===== src/rtl/sar_pkg.sv =====
package sar_pkg;

    localparam int SAR_WORD_W = 16;

    typedef enum logic [0:0] {
        PH_TRACK   = 1'b0,
        PH_CONVERT = 1'b1
    } phase_t;

    // Width of a down-counter that must hold values 0..n
    function automatic int cnt_w(input int n);
        return (n < 1) ? 1 : $clog2(n + 1);
    endfunction

endpackage


===== src/rtl/sar_sequencer.sv =====
module sar_sequencer #(
    parameter int CONV_CYCLES = 20
) (
    input  logic clk,
    input  logic rst,
    input  logic start_req,
    output logic busy,
    output logic launch,
    output logic finish
);
    import sar_pkg::*;

    localparam int CW = cnt_w(CONV_CYCLES);
    localparam logic [CW-1:0] LOAD_VAL = CW'(CONV_CYCLES - 1);

    phase_t        phase;
    logic [CW-1:0] remain;

    assign busy   = (phase == PH_CONVERT);
    assign launch = (phase == PH_TRACK) && start_req;
    assign finish = busy && (remain == '0);

    always_ff @(posedge clk) begin
        if (rst) begin
            phase  <= PH_TRACK;
            remain <= '0;
        end else if (launch) begin
            phase  <= PH_CONVERT;
            remain <= LOAD_VAL;
        end else if (finish) begin
            phase  <= PH_TRACK;
        end else if (busy) begin
            remain <= remain - 1'b1;
        end
    end
endmodule


===== config.mk =====
export PLATFORM = sky130hd
export DESIGN_NAME = sar_sequencer
export DESIGN_NICKNAME = d
export VERILOG_FILES = /design/src/rtl/sar_pkg.sv /design/src/rtl/sar_sequencer.sv
export SDC_FILE = /design/constraint.sdc
export NUM_CORES = 1
export LEC_CHECK = 0
export ABC_CLOCK_PERIOD_IN_PS = 2000
export CELL_PAD_IN_SITES_DETAIL_PLACEMENT = 0
export CELL_PAD_IN_SITES_GLOBAL_PLACEMENT = 1
export CORE_AREA = 2 2 39 41
export CTS_BUF_LIST = sky130_fd_sc_hd__clkbuf_4 sky130_fd_sc_hd__clkbuf_8 sky130_fd_sc_hd__clkbuf_16
export DETAILED_ROUTE_END_ITERATION = 12
export DIE_AREA = 0 0 41 43
export DONT_BUFFER_PORTS = 1
export PLACE_DENSITY = 0.5
export SETUP_SLACK_MARGIN = 0.2
export SYNTH_ARGS = -nofsm -noshare
export SYNTH_HDL_FRONTEND = slang
export SYNTH_SLANG_ARGS = --single-unit

===== constraint.sdc =====
create_clock -name clk -period 2 [get_ports clk]
set_input_delay 0.2 -clock clk [delete_from_list [all_inputs] [get_ports clk]]
set_output_delay 0.2 -clock clk [all_outputs]
set_load 0.01 [all_outputs]

# Yosys cells after proc, flatten, opt, wreduce, memory -nomap -nowiden
# Index checks and enable logic that the tools add are counted.
classes:
  muxes: 5
  addsub: 1
  n_eq_ne: 1
  reduce_logical: 8
  bitwise_logic: 2
ops:
  columns: ["operator", "n"]
  rows:
  - ["5-bit two-way mux", 3]
  - ["5-bit logical NOT", 1]
  - ["5-bit by 1-bit subtractor with 5-bit output, second input constant", 1]
  - ["2-bit AND reduction", 2]
  - ["2-bit nonzero test", 2]
  - ["1-bit logical AND", 2]
  - ["1-bit two-way mux", 2]
  - ["2-bit inequality test, second input constant", 1]
  - ["1-bit inverter", 2]
  - ["2-bit OR reduction", 1]
totals:
  output_inout_bits: 3
  input_bits: 3
  ff_bits: 6
  elab_cells: 20

# Longest topological paths before layout
# Gate-level depths: netlist of run 1.
logic_depth:
  word_depth: 4
  mapped_depth: 5
  mapped_depth_nobuf: 5

# Worst setup path after synthesis of run 1
# No wires, ideal clock.
synth_timing:
  path_kind: "flip-flop to flip-flop"
  from: "register remain[0]"
  to: "register remain[1]"
  setup_time_ps: 130
  path_stages_with_launch: 6
  required_ps: 1870
  arrival_ps: 1370
  period_less_slack_ps: 1500
  slack_ps: 500
  cell_sequence: "dfxtp_1 inv_1 ha_1 or4b_4 a211oi_1 a311oi_1"
synth_between:
  elab_chain_len: 4
  word_cells_on_any_way: 8
  cone_classes: "1 x add/sub; 1 x eq/ne; 3 x mux; 3 x reduce/logical"
synth_lines:
  columns: ["item", "line", "rtl"]
  rows:
  - ["start, declared", "sar_sequencer.sv:17", "logic [CW-1:0] remain;"]
  - ["start signal, assigned", "sar_sequencer.sv:33", "remain <= remain - 1'b1;"]
  - ["5-bit by 1-bit subtractor with 5-bit output or 5-bit logical NOT (tied branches)", "sar_sequencer.sv:33, sar_sequencer.sv:21", null]
  - ["5-bit two-way mux or 1-bit logical AND (tied branches)", "sar_sequencer.sv:32, sar_sequencer.sv:21", null]
  - ["5-bit two-way mux or 2-bit inequality test (tied branches)", null, null]
  - ["5-bit two-way mux or 2-bit AND reduction (tied branches)", null, null]
# Parallel ways exist; a longest one is shown, timed or not. The select of a mux whose other input is x is not followed.
# A chain may end at the register's enable or synchronous reset.

# Worst setup path after layout of run 1
# Ends and elaborated chain as after synthesis.

==> flow_metrics.env, run 1 <==
export IMPL_peakVddDrop_uv=241.7
export IMPL_fillerInstances=154
export IMPL_port_buffers=0
export IMPL_drv_slew=0
export IMPL_cts_sinks=6
export IMPL_cts_htree_levels=1
export IMPL_synth_xor_area_frac=0
export IMPL_final_cells=51
export IMPL_place_ws_ns=0.3750
export IMPL_maxCapViolCount=0
export IMPL_root_buffer="clkbuf_4"
export IMPL_drt_pass1_iter_count=3
export IMPL_post_cts_setup_buffer_count=0
export IMPL_cts_buffers=3
export IMPL_fin_area_um2=342.8
export IMPL_start_kind="register"
export IMPL_yosysTopAreaCellShare=0.3934
export IMPL_io_pins=6
export IMPL_yosys_area_share_simple=0.2377
export IMPL_worstSetupPathType="register to register"
export IMPL_hold_viol_final=0
export IMPL_synth_seq_cells=6
export IMPL_postPlaceCellArea_um2=320.3
export IMPL_p_per_area_mw_per_mm2=943.9
export IMPL_cts_hold_buf=0
export IMPL_rsz0062_at_grt="false"
export IMPL_core_area_mm2=0.001384
export IMPL_cp_max_fo=5
export IMPL_clk_pin_slew_ns=0.05
export IMPL_status="completed"
export IMPL_tightest_slew_ns=0.5953
export IMPL_min_path_cells=1
export IMPL_synth_edf_count=0
export IMPL_grt_first_pass_wirelength_um=1055
export IMPL_cts_path_max_buffers=2
export IMPL_r2r_cells=5
export IMPL_grt_usage=0.09719
export IMPL_synth_compound_gate_area_share=0.2623
export IMPL_clock_skew_ns=0.003533
export IMPL_drt_total_wl_um=663
export IMPL_dp_cells=48
export IMPL_cellLeakagePower_nw=0.1207
export IMPL_muxShareOfSynthArea=0
export IMPL_yosys_warnings=0
export IMPL_clock_latency_ns=0.25
export IMPL_yosys_top_cells_area="dfxtp_1 (39%), a21oi_2 (5.7%), a211oi_1 (4.9%), inv_1 (4.9%), or4b_4 (4.5%)"
export IMPL_start_util=0.2206
export IMPL_areaGrowthSynthToFinish_pct=12.30
export IMPL_grt_overflow=0
export IMPL_drive_gt1_frac=0.2000
export IMPL_syn_area_um2=305.3
export IMPL_cts_tree="yes"
export IMPL_fin_ws_ns=0.3572
export IMPL_slew_headroom=0.6023
export IMPL_layout_nets=41
export IMPL_syn_num_nets=37
export IMPL_vias=247
export IMPL_min_period_ns=1.643
export IMPL_synth_most_common_cell="dfxtp_1"
export IMPL_rows=14
export IMPL_gp_congestion=0.7217
export IMPL_grt_pass1_vias=232
export IMPL_drt_iter0_markers=6
export IMPL_syn_avg_cell_area_um2=9.251
export IMPL_ys_flop_type="dfxtp_1"
export IMPL_yosys_area_share_adder=0.04098
export IMPL_critPathArrivalTime_ns=1.74
export IMPL_end_kind="register"
export IMPL_r2r_slack_ns=0.36
export IMPL_detailed_place_hpwl_um=483.8
export IMPL_dieWidth_um=41
export IMPL_diodes=0
export IMPL_drcViolationCount=0
export IMPL_tns_ns=0
export IMPL_yosysSeqAreaShare=0.3934
export IMPL_fmax_ghz=0.6087
export IMPL_cts_resized_gates=0
export IMPL_synth_top_family_by_area="compound AO/OA/AOI/OAI gates"
export IMPL_finalSetupViolCount=0
export IMPL_fin_crit_sh=0.8214
export IMPL_wire_per_inst_um=13.00
export IMPL_min_path_type="input port to register"
export IMPL_via_per_inst=4.843
export IMPL_ys_async_sr_fraction=0
export IMPL_ys_types=20
export IMPL_dieArea_mm2=0.001763
export IMPL_die_y_um=43
export IMPL_syn_inst=33
export IMPL_antenna_found_initial=0
export IMPL_synth_top_cell_by_area="dfxtp_1"
export IMPL_grt_start_max_net_pins=12
export IMPL_required_ns=2.10
export IMPL_synth_common_cells="dfxtp_1 (6), inv_1 (4)"
export IMPL_antenna_left=0
==> sequential cells by signal, indices dropped and copies added, names as in the netlist <==
name    count
busy        1
remain      5
==> cell families after synthesis <==
family | Yosys count
and+or+nand+nor | 11
DFF | 6
buffers and inverters | 5
adders and majority gates | 1
AOI/OAI and AO/OA | 10
==> path summary, 6_finish.rpt <==
path             start         to
min reg2reg  remain[0]  remain[0]
min                rst       busy
max          remain[0]  remain[1]
max reg2reg  remain[0]  remain[1]
==> critical path: stages (launching register included) <==
cell	delay, ns
dfxtp_1	0.31
inv_1	0.09
ha_1	0.23
or4b_4	0.52
a211oi_1	0.27
a311oi_1	0.08
==> power breakdown <==
| part | internal [mW] | switching (mW) | leakage [nW] |
|---|---|---|---|
| combinational | 0.0281 | 0.0303 | 0.0574 |
| sequential | 0.131 | 0.0157 | 0.0496 |
| clock | 0.0683 | 0.0500 | 0.0138 |
| total | 0.228 | 0.0960 | 0.121 |
==> layer usage <==
layer | vias to the layer above | GRT usage | routed length (um)
li1 | 128 | - | -
met1 | 116 | 0.1246 | 311
met2 | 3 | 0.1156 | 310
met3 | 0 | 0.03141 | 41
met4 | 0 | 0.1000 | 0
met5 | - | 0 | 0
==> placed cells by master (no fill, tap or decap) <==
cell / netlist / final
a211oi_1: 2 / 2
a21oi_1: 1 / 1
a21oi_2: 2 / 2
a311oi_1: 1 / 1
a31o_1: 1 / 1
clkbuf_4: 0 / 3
dfxtp_1: 6 / 6
ha_1: 1 / 1
inv_1: 4 / 4
nand2b_1: 2 / 2
nand3_1: 1 / 1
nand3b_1: 1 / 1
nor2_1: 2 / 2
nor2b_1: 2 / 2
nor3_1: 1 / 1
nor4b_1: 1 / 1
o2111ai_1: 1 / 1
o21ai_0: 1 / 1
o221a_2: 1 / 1
or4b_4: 1 / 1
==> per-stage QoR <==
stage                 util  power, mW  hold slack [ns]
finish              0.2477     0.3236          0.01507
global route        0.2477     0.3426         0.008500
CTS                 0.2477     0.3284         0.008645
detailed placement  0.2315     0.2078           0.2749
global placement    0.2315     0.2058           0.2727
floorplan                -     0.1967           0.2691
==> cell type report <==
| class | count | area (um^2) | share of cell area |
|---|---|---|---|
| clock buffers | 3 | 22.52 | 0.06569 |
| inverters | 4 | 15.01 | 0.04380 |
| multi-input cells | 22 | 165.2 | 0.4818 |
| flip-flops and latches | 6 | 120.1 | 0.3504 |
| well taps | 16 | 20.02 | 0.05839 |
Power figures use the tool's default switching activity.
==> run 2: changes to the inputs <==
--- a/config.mk
+++ b/config.mk
@@ -5,7 +5,7 @@
 export SDC_FILE = /design/constraint.sdc
 export NUM_CORES = 1
 export LEC_CHECK = 0
-export ABC_CLOCK_PERIOD_IN_PS = 2000
+export ABC_CLOCK_PERIOD_IN_PS = 1400
 export CELL_PAD_IN_SITES_DETAIL_PLACEMENT = 0
 export CELL_PAD_IN_SITES_GLOBAL_PLACEMENT = 1
 export CORE_AREA = 2 2 39 41
@@ -13,7 +13,7 @@
 export DETAILED_ROUTE_END_ITERATION = 12
 export DIE_AREA = 0 0 41 43
 export DONT_BUFFER_PORTS = 1
-export PLACE_DENSITY = 0.5
+export PLACE_DENSITY = 0.51
 export SETUP_SLACK_MARGIN = 0.2
 export SYNTH_ARGS = -nofsm -noshare
 export SYNTH_HDL_FRONTEND = slang
==> constraint.sdc (replaced) <==
create_clock -name clk -period 1.4 [get_ports clk]
set_input_delay 0.14 -clock clk [delete_from_list [all_inputs] [get_ports clk]]
set_output_delay 0.14 -clock clk [all_outputs]
set_load 0.01 [all_outputs]
==> run 2 against run 1 <==
Against the previous run: count of clock-buffer cells in the layout stayed put; total power up 80%; register-to-register slack got worse by 0.35 ns; final area rose by 54%; critical path type unchanged; highest routed layer unchanged.
==> flow_metrics.env, run 2 (same netlist as run 1, synthesis figures left out) <==
export IMPL_via_per_inst=4.723
export IMPL_rsz0062_at_grt="true"
export IMPL_min_path_cells=2
export IMPL_dp_cells=57
export IMPL_layout_cells_most_common="buf_4"
export IMPL_end_kind="register"
export IMPL_port_buffers=0
export IMPL_drv_slew=0
export IMPL_r2r_cells=5
export IMPL_power_total_mw=0.5824
export IMPL_drt_iter0_markers=4
export IMPL_critPathArrivalTime_ns=1.57
export IMPL_cts_htree_levels=1
export IMPL_fillerInstances=138
export IMPL_power_switching_share=0.2970
export IMPL_max_stage_delay_ns=0.49
export IMPL_r2r_slack_ns=0.007
export IMPL_core_area_mm2=0.001384
export IMPL_largest_reg_flops=5
export IMPL_fmax_ghz=0.7178
export IMPL_cp_slowest_cell="or4b_4"
export IMPL_min_path_type="input port to register"
export IMPL_root_buffer="clkbuf_4"
export IMPL_grt_start_max_net_pins=8
export IMPL_largest_register="remain"
export IMPL_drt_pass1_iter_count=3
export IMPL_worstSetupPathType="register to register"
export IMPL_switching_power_mw=0.1730
export IMPL_vias=307
export IMPL_fin_crit_sh=0.9951
export IMPL_clock_skew_ns=0.004571
export IMPL_cellLeakagePower_nw=0.2078
export IMPL_grt_pass1_vias=312
export IMPL_min_period_ns=1.393
export IMPL_tightest_slew_ns=0.3015
export IMPL_place_ws_ns=0.01445
export IMPL_drt_total_wl_um=889
export IMPL_clk_pin_slew_ns=0.05
export IMPL_status="completed"
export IMPL_fin_area_um2=526.8
export IMPL_start_util=0.2206
export IMPL_layout_common_cells="buf_4 (10), dfxtp_1 (4), clkbuf_4 (3), buf_6 (3)"
export IMPL_slew_headroom=0.7987
export IMPL_cp_max_fo=4
export IMPL_io_pins=6
export IMPL_cp_cell_sequence="inv_2 -> ha_4 -> or4b_4 -> a31o_1 -> a21oi_2"
export IMPL_internal_power_mw=0.4094
export IMPL_start_kind="register"
export IMPL_maxCapViolCount=0
export IMPL_pwr_share_comb=0.369
export IMPL_hold_viol_final=0
export IMPL_postPlaceCellArea_um2=406.6
export IMPL_cts_path_max_buffers=2
export IMPL_gp_congestion=0.7235
export IMPL_detailed_place_hpwl_um=555.5
export IMPL_grt_overflow=0
export IMPL_antenna_found_initial=0
export IMPL_rows=14
export IMPL_grt_usage=0.1219
export IMPL_cts_buffers=3
export IMPL_final_cells=65
export IMPL_layout_nets=55
export IMPL_antenna_left=0
export IMPL_fin_ws_ns=0.006900
export IMPL_dieWidth_um=41
export IMPL_p_per_area_mw_per_mm2=1106
export IMPL_seqPwrFrac=0.352
export IMPL_die_y_um=43
export IMPL_peakVddDrop_uv=502.9
export IMPL_required_ns=1.58
export IMPL_grt_first_pass_wirelength_um=1366
export IMPL_clock_latency_ns=0.25
export IMPL_areaGrowthSynthToFinish_pct=72.54
export IMPL_finalSetupViolCount=0
export IMPL_cts_tree="yes"
export IMPL_diodes=0
export IMPL_clockPowerShare=0.279
export IMPL_dieArea_mm2=0.001763
export IMPL_wire_per_inst_um=13.68
export IMPL_drive_gt1_frac=0.6327
export IMPL_drcViolationCount=0
export IMPL_cts_sinks=6
==> run 2: cell type report <==
class                      count  area, um^2  share of cell area
inverter                       4       15.01             0.02850
sequential                     6       122.6              0.2328
clock buffer                   3       22.52             0.04276
timing repair buffer          14       118.9              0.2257
tap                           16       20.02             0.03800
multi-input combinational     22       227.7              0.4323
==> run 2: worst paths after layout <==
| kind | start | endpoint |
|---|---|---|
| setup reg to reg | remain[1] | remain[0] |
| hold reg to reg | remain[2] | remain[2] |
| setup / recovery | remain[1] | remain[0] |
| hold / removal | rst | remain[0] |
==> run 2: repair_timing <==
item                                    4_1_cts  5_1_grt
pin swaps                                     1        4
hold buffers                                  1        0
setup buffers                                 2        2
resized for setup                             3        9
endpoints found under the setup margin        5        7
endpoints found under the hold margin         4        0
==> run 2: critical path: cells and delay by family (launching register included) <==
family	cells	cell delay (ns)
compound gates	2	0.32
fa+ha+maj	1	0.13
flops	1	0.32
simple gates	1	0.49
buf+inv	1	0.06
==> run 2: per-stage QoR <==
step | hold slack [ns] | setup TNS [ns] | utilization
after global placement | 0.2079 | 0 | 0.2939
after CTS | 0.05141 | -0.003496 | 0.3382
after global routing | 0.04550 | -0.2026 | 0.3807
after floorplan | 0.2047 | 0 | -
after detailed placement | 0.2128 | 0 | 0.2939
final | 0.05165 | 0 | 0.3807
==> run 2: layer usage <==
metal	track usage	vias to the layer above	wire, um
met2	0.1656	7	454
met1	0.1461	146	361
met5	0	-	0
met4	0.02000	0	0
li1	-	154	-
met3	0.1047	0	74
==> run 2: power by group through the flow <==
stage / Sequential, mW / Combinational, mW / Clock, mW
after floorplan: 0.205 / 0.0919 / 0
after global placement: 0.205 / 0.144 / 0
after detailed placement: 0.205 / 0.149 / 0
after CTS: 0.202 / 0.174 / 0.174
after global routing: 0.208 / 0.235 / 0.185
final: 0.205 / 0.215 / 0.163
==> run 3: changes to the inputs <==
--- a/config.mk
+++ b/config.mk
@@ -15,6 +15,7 @@
 export DONT_BUFFER_PORTS = 1
 export PLACE_DENSITY = 0.51
 export SETUP_SLACK_MARGIN = 0.2
+export SLEW_MARGIN = 0
 export SYNTH_ARGS = -nofsm -noshare
 export SYNTH_HDL_FRONTEND = slang
 export SYNTH_SLANG_ARGS = --single-unit
==> results of run 3 <==
Final layout, timing and power as in run 2 (identical DEF).
